[config.mk]
export PLATFORM = sky130hd
export DESIGN_NAME = multi_fmt_addsub
export DESIGN_NICKNAME = d
export VERILOG_FILES = /design/src/rtl/addsub_pkg.sv /design/src/rtl/addsub_tc.sv /design/src/rtl/addsub_oc.sv /design/src/rtl/addsub_sm.sv /design/src/rtl/multi_fmt_addsub.sv
export SDC_FILE = /design/constraint.sdc
export NUM_CORES = 1
export LEC_CHECK = 0
export ABC_AREA = 1
export ABC_CLOCK_PERIOD_IN_PS = 800
export CAP_MARGIN = 15
export CORE_MARGIN = 2
export CORE_UTILIZATION = 35
export DETAILED_ROUTE_END_ITERATION = 7
export DONT_BUFFER_PORTS = 1
export PLACE_DENSITY = 0.57
export SLEW_MARGIN = 15
export SYNTH_ARGS = -nofsm -noshare
export SYNTH_HDL_FRONTEND = slang
export SYNTH_SLANG_ARGS = --single-unit
export TNS_END_PERCENT = 100
[constraint.sdc]
create_clock -name clk_i -period 0.8 [get_ports clk_i]
set_input_delay 0.08 -clock clk_i [delete_from_list [all_inputs] [get_ports clk_i]]
set_output_delay 0.08 -clock clk_i [all_outputs]
set_load 0.05 [all_outputs]
[src/rtl/addsub_pkg.sv]
package addsub_pkg;
  typedef enum logic [1:0] {
    FMT_TWOS = 2'd0,
    FMT_ONES = 2'd1,
    FMT_SMAG = 2'd2,
    FMT_BIAS = 2'd3
  } num_fmt_e;
endpackage

[src/rtl/addsub_tc.sv]
// Two's complement add/sub; bias_en_i re-biases for excess-2^(W-1) codes.
module addsub_tc #(
  parameter int W = 8
) (
  input  logic         bias_en_i,
  input  logic         sub_i,
  input  logic [W-1:0] a_i,
  input  logic [W-1:0] b_i,
  output logic [W-1:0] sum_o,
  output logic         carry_o,
  output logic         ovf_o
);
  localparam logic [W-1:0] MsbMask = {1'b1, {(W-1){1'b0}}};

  logic [W-1:0] b_x;
  logic [W:0]   raw;
  logic         sgn_a, sgn_b;

  always_comb begin
    b_x     = b_i ^ {W{sub_i}};
    raw     = {1'b0, a_i} + {1'b0, b_x} + {{W{1'b0}}, sub_i};
    // signs of the two's complement values behind the codes
    sgn_a   = a_i[W-1] ^ bias_en_i;
    sgn_b   = b_x[W-1] ^ bias_en_i;
    sum_o   = raw[W-1:0] ^ (bias_en_i ? MsbMask : '0);
    carry_o = raw[W] ^ sub_i;
    ovf_o   = (sgn_a == sgn_b) && (raw[W-1] != sgn_a);
  end
endmodule

[src/rtl/addsub_oc.sv]
// One's complement add/sub with end-around carry and zero normalisation.
module addsub_oc #(
  parameter int W = 8
) (
  input  logic         sub_i,
  input  logic [W-1:0] a_i,
  input  logic [W-1:0] b_i,
  output logic [W-1:0] sum_o,
  output logic         carry_o,
  output logic         ovf_o
);
  logic [W-1:0] b_x;
  logic [W:0]   raw;
  logic [W-1:0] eac;

  always_comb begin
    b_x     = b_i ^ {W{sub_i}};
    raw     = {1'b0, a_i} + {1'b0, b_x};
    eac     = raw[W-1:0] + {{(W-1){1'b0}}, raw[W]};
    carry_o = raw[W];
    ovf_o   = (a_i[W-1] == b_x[W-1]) && (eac[W-1] != a_i[W-1]);
    sum_o   = (&eac) ? '0 : eac;
  end
endmodule

[src/rtl/addsub_sm.sv]
// Signed-magnitude add/sub: magnitude add or compare-and-subtract.
module addsub_sm #(
  parameter int W = 8
) (
  input  logic         sub_i,
  input  logic [W-1:0] a_i,
  input  logic [W-1:0] b_i,
  output logic [W-1:0] sum_o,
  output logic         carry_o,
  output logic         ovf_o
);
  localparam int MW = W - 1;

  logic [MW-1:0] mag_a, mag_b, mag_r, mag_d;
  logic [MW:0]   mag_s;
  logic          sgn_b, same, a_ge, sgn_r;

  always_comb begin
    mag_a   = a_i[MW-1:0];
    mag_b   = b_i[MW-1:0];
    sgn_b   = b_i[W-1] ^ sub_i;
    same    = (a_i[W-1] == sgn_b);
    mag_s   = {1'b0, mag_a} + {1'b0, mag_b};
    a_ge    = (mag_a >= mag_b);
    mag_d   = a_ge ? (mag_a - mag_b) : (mag_b - mag_a);
    mag_r   = same ? mag_s[MW-1:0] : mag_d;
    sgn_r   = (same || a_ge) ? a_i[W-1] : sgn_b;
    sum_o   = {sgn_r & (|mag_r), mag_r};
    carry_o = same & mag_s[MW];
    ovf_o   = same & mag_s[MW];
  end
endmodule

[src/rtl/multi_fmt_addsub.sv]
module multi_fmt_addsub
  import addsub_pkg::*;
#(
  parameter int W = 8
) (
  input  logic         clk_i,
  input  logic         rst_ni,
  input  logic         valid_i,
  input  logic [1:0]   fmt_i,
  input  logic         sub_i,
  input  logic [W-1:0] a_i,
  input  logic [W-1:0] b_i,
  output logic         valid_o,
  output logic [W-1:0] res_o,
  output logic         carry_o,
  output logic         ovf_o
);
  num_fmt_e     fmt;
  logic [W-1:0] tc_sum, oc_sum, sm_sum;
  logic         tc_c, oc_c, sm_c, tc_v, oc_v, sm_v;
  logic [W-1:0] nxt_res;
  logic         nxt_c, nxt_v;

  assign fmt = num_fmt_e'(fmt_i);

  addsub_tc #(.W(W)) u_tc (
    .bias_en_i (fmt == FMT_BIAS),
    .sub_i     (sub_i),
    .a_i       (a_i),
    .b_i       (b_i),
    .sum_o     (tc_sum),
    .carry_o   (tc_c),
    .ovf_o     (tc_v)
  );

  addsub_oc #(.W(W)) u_oc (
    .sub_i   (sub_i),
    .a_i     (a_i),
    .b_i     (b_i),
    .sum_o   (oc_sum),
    .carry_o (oc_c),
    .ovf_o   (oc_v)
  );

  addsub_sm #(.W(W)) u_sm (
    .sub_i   (sub_i),
    .a_i     (a_i),
    .b_i     (b_i),
    .sum_o   (sm_sum),
    .carry_o (sm_c),
    .ovf_o   (sm_v)
  );

  always_comb begin
    unique case (fmt)
      FMT_ONES: begin nxt_res = oc_sum; nxt_c = oc_c; nxt_v = oc_v; end
      FMT_SMAG: begin nxt_res = sm_sum; nxt_c = sm_c; nxt_v = sm_v; end
      default:  begin nxt_res = tc_sum; nxt_c = tc_c; nxt_v = tc_v; end
    endcase
  end

  always_ff @(posedge clk_i or negedge rst_ni) begin
    if (!rst_ni) begin
      valid_o <= 1'b0;
      res_o   <= '0;
      carry_o <= 1'b0;
      ovf_o   <= 1'b0;
    end else begin
      valid_o <= valid_i;
      if (valid_i) begin
        res_o   <= nxt_res;
        carry_o <= nxt_c;
        ovf_o   <= nxt_v;
      end
    end
  end
endmodule

==> summary.md, run 1 <==
| Metric | Value |
|---|---|
| WL final | `between 8000 and 9000 um` |
| FF+latch count, synth | `11` |
| H-tree depth | `1` |
| CTS clk-pin slew, worst paths | `approximately 0.050 ns` |
| Synth-to-layout area growth | `48.3%` |
| Rel. slew slack | `0.673` |
| Setup ws final | `-1.73 ns` |
| Synth unique cells | `37` |
| Setup Skew | `0 ns` |
| CTS tree | `built` |
| Hold_ws | `-0.00226 ns` |
| Hpwl dp | `slightly above 7000 um` |
| Final ANT Viol Nets | `0` |
| Reg2reg path depth | `3` |
| IO buf count | `0` |
| M3 GR Usage | `0.00958` |
| Yosys warns | `0` |
| Initial Util | `0.356` |
| CP dominant cell by count | `nand2_1` |
| HP Start | `valid_i` |
| Power per cell area | `~1500 nW/um^2` |
| Die Span Y | `94.8 um` |
| Worst r2r dst | `carry_o` |
| Final core utilization | `0.529` |
| Cts bufs inserted | `3` |
| Worst min-delay path class | `in2reg` |
| Gpl congestion | `0.890` |
| CP Capture Type | `register` |
| Worst Setup SP | `b_i[0]` |
| Mean Syn Cell Area | `5.92 um^2` |
| Peak per-stage delay on the critical path | `0.34 ns` |
| # IOs | `33` |
| Pins Over Slew Limit | `0` |
| Max Clock Freq | `around 400 MHz` |
| Post-layout minimum cycle time | `about 2.5 ns` |
| Initial detailed-routing violation count | `between 150 and 200` |
| Setup Crit Path Kind | `in2reg` |
| TritonCTS Sinks | `11` |
| Crit path max-delay family | `simple AND/OR/NAND/NOR gates` |
| Vias per cell | `roughly 4.7` |
| Post-Synth XOR/XNOR Area | `0.0638` |
| Critical Path, Cell by Cell | `xor2_2, ha_2, inv_2, fa_2, inv_2, nand2_2, nand3_2, a21oi_2, o21bai_2, ha_2, ha_4, inv_4, nor2_4, nand2_1, nand2_1, nand2_2, nor2_2, nand2_2, nor2_4, nand3_4, a21oi_2, nand2_1, nand2_1, nand2_1` |
| Worst Hold End | `carry_o` |
| Total number of vias | `3403` |
| Met1 GRT Util | `0.267` |
| Setup-failing EPs final | `21` |
| Die width | `approximately 95 um` |
| Nets | `675` |
| Largest net degree at the start of global routing | `12` |
| Clock buffer depth | `2` |
| Fill count | `about 800` |
| Busiest grt layer | `met2` |
| Total grt overflow | `0` |
| Reg2Reg Setup Slack | `0.01 ns` |
| Mapped Nets | `approximately 550` |
| Tcrit/Tclk final | `3.16` |
| Worst setup SP type | `primary input` |
| Register area share after synthesis | `0.0954` |
| Worst Path Buf+Inv | `3` |
| Clock Latency Late Sink | `about 0.24 ns` |
| CP arrival | `2.66 ns` |
| Failing checks | `negative hold slack, negative setup slack` |
| RSZ-0062 raised after global routing | `yes` |
| GR Util met2 | `0.362` |
| Complex-gate fraction of the synthesized area | `0.0764` |
| Crit-path max FO | `7` |
| Lkg Pwr | `between 2 and 2.5 nW` |
| Synth Instances | `between 400 and 500` |
| Die ar. | `8980 um^2` |
| Root Buffer | `clkbuf_8` |
| Antenna cells | `0` |
| Final Hold Vio Count | `1` |
| Synth Area in Adders | `0.175` |
| Wire length per cell | `12.3 um` |
| Synth Cell Area | `slightly below 3000 um^2` |
| Vias in the first global route | `around 3300` |
| Max Cap Viol | `0` |
| Max VDD drop | `approximately 620 uV` |
| Post-synthesis mux area share | `0` |
| Max stage delay cell, worst path | `fa_2` |
| Slew @ Worst Pin | `0.489 ns` |
| TNS Setup | `-17.17 ns` |
| GRT Util Overall | `0.201` |
| Largest family of logic cells by synthesized area | `simple AND/OR/NAND/NOR gates` |
| First-pass GRT wire length | `about 15000 um` |
| Share of cells above drive strength 1 | `0.332` |
| Initial antenna violation count | `0` |
| DRC viols | `0` |
| Cell Rows | `33` |
| Required @ worst endpoint | `slightly above 0.9 ns` |
| RR Startpoint | `carry_o` |
| Status | `finished with violations` |
| Drt pass-1 iters | `4` |
| Hold Path Depth | `2` |
| Post-Synth Simple-Gate Area | `0.470` |
| Area of the core | `8090 um^2` |
per-stage QoR:
stage                     total power, mW  instances  worst slack [ns]  cell area [um^2]
after global placement               5.06        681             -1.96              3810
after detailed placement             5.10        681             -2.02              3810
after floorplan                      3.40        487             -2.13              2940
after global routing                 6.94        719             -1.93              4280
after CTS                            6.20        712             -1.71              4160
final                                6.39        719             -1.73              4280
cells in the mapped netlist, drive strengths merged:
| cell type | number | area [um^2] |
|---|---|---|
| a21oi | 26 | 149 |
| inv | 75 | 282 |
| nand4 | 12 | 87.6 |
| nand3b | 1 | 7.51 |
| dfrtp | 11 | 275 |
| o211ai | 2 | 15.0 |
| fa | 4 | 80.1 |
| or2 | 2 | 12.5 |
| o21bai | 3 | 22.5 |
| clkbuf | 4 | 15.0 |
| ha | 34 | 425 |
| nor4 | 1 | 6.26 |
| buf | 6 | 36.3 |
| a211oi | 1 | 7.51 |
| nor3 | 3 | 15.0 |
| nand2 | 189 | 781 |
| o21ai | 4 | 20.0 |
| clkinv | 3 | 11.3 |
| nor2 | 33 | 153 |
| a31oi | 1 | 6.26 |
| xnor2 | 5 | 43.8 |
| nand3 | 51 | 293 |
| xor2 | 16 | 140 |
area by class of cell:
class | count | area (um^2) | share of cell area
Multi-Input combinational cell | 388 | 2420 | 0.565
Timing Repair Buffer | 133 | 1110 | 0.259
Inverter | 78 | 300 | 0.0702
Sequential cell | 11 | 275 | 0.0643
Tap cell | 105 | 131 | 0.0307
Clock buffer | 4 | 45.0 | 0.0105
logic make-up (layout without fill, tap and decap cells):
group           Yosys count  after routing
simple gates            292            292
buf+inv                  88            215
fa+ha+maj                38             38
compound gates           37             37
xor+xnor                 21             21
flops                    11             11
worst max-delay path by stage:
stage	endpoint	slack, ns	cells after the start
5_1_grt	res_o[7]	-1.93	24
3_3_place_gp	res_o[7]	-1.96	23
4_1_cts	res_o[7]	-1.71	23
2_1_floorplan	res_o[7]	-2.13	24
6_report	res_o[7]	-1.73	24
3_5_place_dp	res_o[7]	-2.02	23
sequential cells by signal (all words and copies together) (netlist names):
name     count
ovf_o        1
carry_o      1
valid_o      1
res_o        8
timing repair:
action / 4_1_cts / 5_1_grt
resized for setup: 24 / 18
pin swaps: 17 / 16
endpoints found under the hold margin: 17 / 1
endpoints found under the setup margin: 21 / 21
buffers inserted: 26 / 6
hold buffers: 2 / 1
routing by layer:
layer  vias up  routed length (um)
met3         8                 510
li1       1779                   -
met5         -                   0
met1      1537                3960
met4         0                 137
met2        79                4260
where the power goes:
| group | internal, mW | total [mW] | switching, mW |
|---|---|---|---|
| combinational | 2.42 | 5.10 | 2.69 |
| clock | 0.349 | 0.545 | 0.197 |
| sequential | 0.663 | 0.745 | 0.0824 |
| total | 3.43 | 6.39 | 2.97 |
layout by cell type (no fill, tap or decap), types with 11 or more instances in the layout:
| cell type | netlist | final |
|---|---|---|
| nand3_2 | 5 | 13 |
| nor2_1 | 29 | 27 |
| a21oi_1 | 23 | 19 |
| inv_1 | 70 | 68 |
| buf_6 | 1 | 11 |
| nand2_2 | 10 | 20 |
| buf_4 | 0 | 114 |
| xor2_1 | 16 | 15 |
| nand3_1 | 45 | 37 |
| dfrtp_1 | 11 | 11 |
| nand2_1 | 174 | 162 |
| ha_1 | 34 | 31 |
Note: power is estimated with default switching activity, not from simulation.
==> run 2: changes to the inputs <==
- CORE_MARGIN: 2 -> 4
==> summary.md, run 2 (synthesis gave the netlist of run 1 again) <==
| Metric | Value |
|---|---|
| Setup ws final | `-1.74 ns (-0.0134 ns)` |
| Rel. slew slack | `0.689 (+0.0156)` |
| DP Cell Count | `671 (-1.5%)` |
| WL final | `8740 um (-1.5%)` |
| Area of the core | `7890 um^2 (-2.5%)` |
| Share of cells above drive strength 1 | `0.298 (-0.0341)` |
| Final Instance Count excl. Fillers | `689 (-4.2%)` |
| # IOs | `33 (unchanged)` |
| Root Buffer | `clkbuf_8` |
| Setup Skew | `0 ns (unchanged)` |
| Biggest register | `res_o` |
| Clock buffer depth | `2 (unchanged)` |
| Worst slack, placed | `-2.01 ns (+0.00843 ns)` |
| Initial Util | `0.366 (+0.00927)` |
| Max Cap Viol | `0 (unchanged)` |
| Max Clock Freq | `393 MHz (-0.53%)` |
| Cts bufs inserted | `3 (unchanged)` |
| Initial antenna violation count | `0 (unchanged)` |
| Antenna cells | `0 (unchanged)` |
| Slew @ Worst Pin | `0.466 ns (-0.0234 ns)` |
| Hpwl dp | `7350 um (+1.8%)` |
| TritonCTS Sinks | `11 (unchanged)` |
| DRC viols | `0 (unchanged)` |
| Die ar. | `9760 um^2 (+8.6%)` |
| Most common cell after layout, fill and taps aside | `nand2_1` |
| RSZ-0062 raised after global routing | `yes` |
| Commonest non-fill, non-tap cells in the layout | `nand2_1 (163), buf_4 (90), inv_1 (68), nand3_1 (39), ha_1 (31)` |
| Total grt overflow | `0 (unchanged)` |
| Post-layout minimum cycle time | `2.54 ns (+0.0134 ns)` |
| Critical Path, Cell by Cell | `xor2_2, ha_2, inv_2, fa_2, inv_2, nand2_2, nand3_2, a21oi_2, o21bai_1, ha_2, ha_4, inv_2, xor2_1, inv_1, nand3_2, nor2_2, nand2_2, nor2_4, nand3_4, a21oi_2, nand2_1, nand2_1, nand2_1` |
| Gpl congestion | `0.885 (-0.49%)` |
| Worst setup SP type | `primary input` |
| CP arrival | `2.67 ns (about the same)` |
| Final Hold Vio Count | `0 (-1)` |
| Die width | `98.8 um (+4.2%)` |
| GRT Util Overall | `0.180 (-0.0209)` |
| Final ANT Viol Nets | `0 (unchanged)` |
| Pins Over Slew Limit | `0 (unchanged)` |
| IO buf count | `0 (unchanged)` |
| CTS clk-pin slew, worst paths | `0.05 ns (about the same)` |
| Worst min-delay path class | `in2reg` |
| Crit-path max FO | `7 (unchanged)` |
| Drt pass-1 iters | `5 (+1)` |
| Final core utilization | `0.515 (-0.0138)` |
| Status | `finished with violations` |
| Required @ worst endpoint | `0.93 ns (about the same)` |
| Initial detailed-routing violation count | `130 (-24%)` |
| Design Power | `5.95 mW (-7.0%)` |
| Tcrit/Tclk final | `3.18 (+0.0168)` |
| CP Capture Type | `register` |
| Cell Rows | `32 (-3.0%)` |
| Power per cell area | `1470 nW/um^2 (-2.0%)` |
| Wire length per cell | `12.7 um (+2.8%)` |
| Total number of vias | `3302 (-3.0%)` |
| Max stage delay cell, worst path | `fa_2` |
| Failing checks | `negative setup slack` |
| TNS Setup | `-17.22 ns (-0.0543 ns)` |
| Peak per-stage delay on the critical path | `0.34 ns (about the same)` |
| Vias per cell | `4.79 (+1.3%)` |
| Max VDD drop | `564 uV (-8.5%)` |
| Die Span Y | `98.8 um (+4.2%)` |
| Setup Crit Path Kind | `in2reg` |
| Nets | `648 (-4.0%)` |
| Lkg Pwr | `2.28 nW (-5.6%)` |
| Clock Latency Late Sink | `0.23 ns (about the same)` |
| First-pass GRT wire length | `14800 um (+1.5%)` |
| Synth-to-layout area growth | `40.8%` |
| Setup-failing EPs final | `21 (unchanged)` |
| CTS tree | `built` |
| Largest net degree at the start of global routing | `12 (unchanged)` |
| H-tree depth | `1 (unchanged)` |
| Max reg flops | `8 (unchanged)` |
| Vias in the first global route | `3210 (-1.3%)` |
==> run 2: cell types whose count changed in the layout (fill, tap and decap cells not counted), sizes merged <==
cell / before / now
buf: 130 / 103
==> run 2: path summary, 6_finish.rpt <==
check / to / slack (ns) / start / cells after the start
max in group asynchronous: res_o[1] / 0.25 / rst_ni / 1
hold / removal: carry_o / 0.0009 / valid_i / 2
hold reg to reg: res_o[5] / 0.50 / res_o[5] / 2
min in group asynchronous: res_o[6] / 0.24 / rst_ni / 1
setup reg to reg: carry_o / 0.02 / carry_o / 3
setup / recovery: res_o[7] / -1.74 / b_i[0] / 23
==> run 2: per-layer routing <==
| metal | global-route usage | vias to the layer above | part of all wire |
|---|---|---|---|
| li1 | - | 1729 | - |
| met2 | 0.298 | 66 | 0.46 |
| met1 | 0.256 | 1495 | 0.49 |
| met5 | 0 | - | 0 |
| met3 | 0.0163 | 12 | 0.037 |
| met4 | 0.0315 | 0 | 0.017 |
==> run 2: what timing repair did <==
| action | 4_1_cts | 5_1_grt |
|---|---|---|
| pin swaps | 13 | 17 |
| endpoints found under the setup margin | 21 | 21 |
| hold buffers | 2 | 1 |
| endpoints found under the hold margin | 17 | 1 |
| gates resized for setup | 16 | 25 |
| setup buffers | 5 | 6 |
==> run 2: power by group <==
part / leakage (nW) / switching, mW / internal (mW)
Sequential: 0.133 / 0.0790 / 0.663
Combinational: 2.12 / 2.62 / 2.04
Clock: 0.0228 / 0.196 / 0.349
==> run 2: through the flow <==
stage,hold slack (ns),cell area (um^2)
2_1_floorplan,-0.216,2940
6_report,0.000948,4060
3_5_place_dp,-0.215,3720
4_1_cts,0.00786,3890
5_1_grt,0.00546,4060
3_3_place_gp,-0.215,3720
==> run 2: area by class of cell <==
| class | count | area [um^2] |
|---|---|---|
| fillers | 800 | 3830 |
| clock buffers | 4 | 45.0 |
| repair buffers | 106 | 870 |
| multi-input cells | 388 | 2450 |
| flip-flops and latches | 11 | 275 |
| inverters | 78 | 293 |
| well taps | 102 | 128 |
==> run 2: worst max-delay path, delay by kind of cell <==
kind | cells | cell delay [ns]
adder cells (fa/ha/maj) | 4 | 0.91
buffers and inverters | 4 | 0.24
XOR/XNOR | 2 | 0.28
AND/OR/NAND/NOR | 10 | 0.75
AO/OA/AOI/OAI | 3 | 0.40
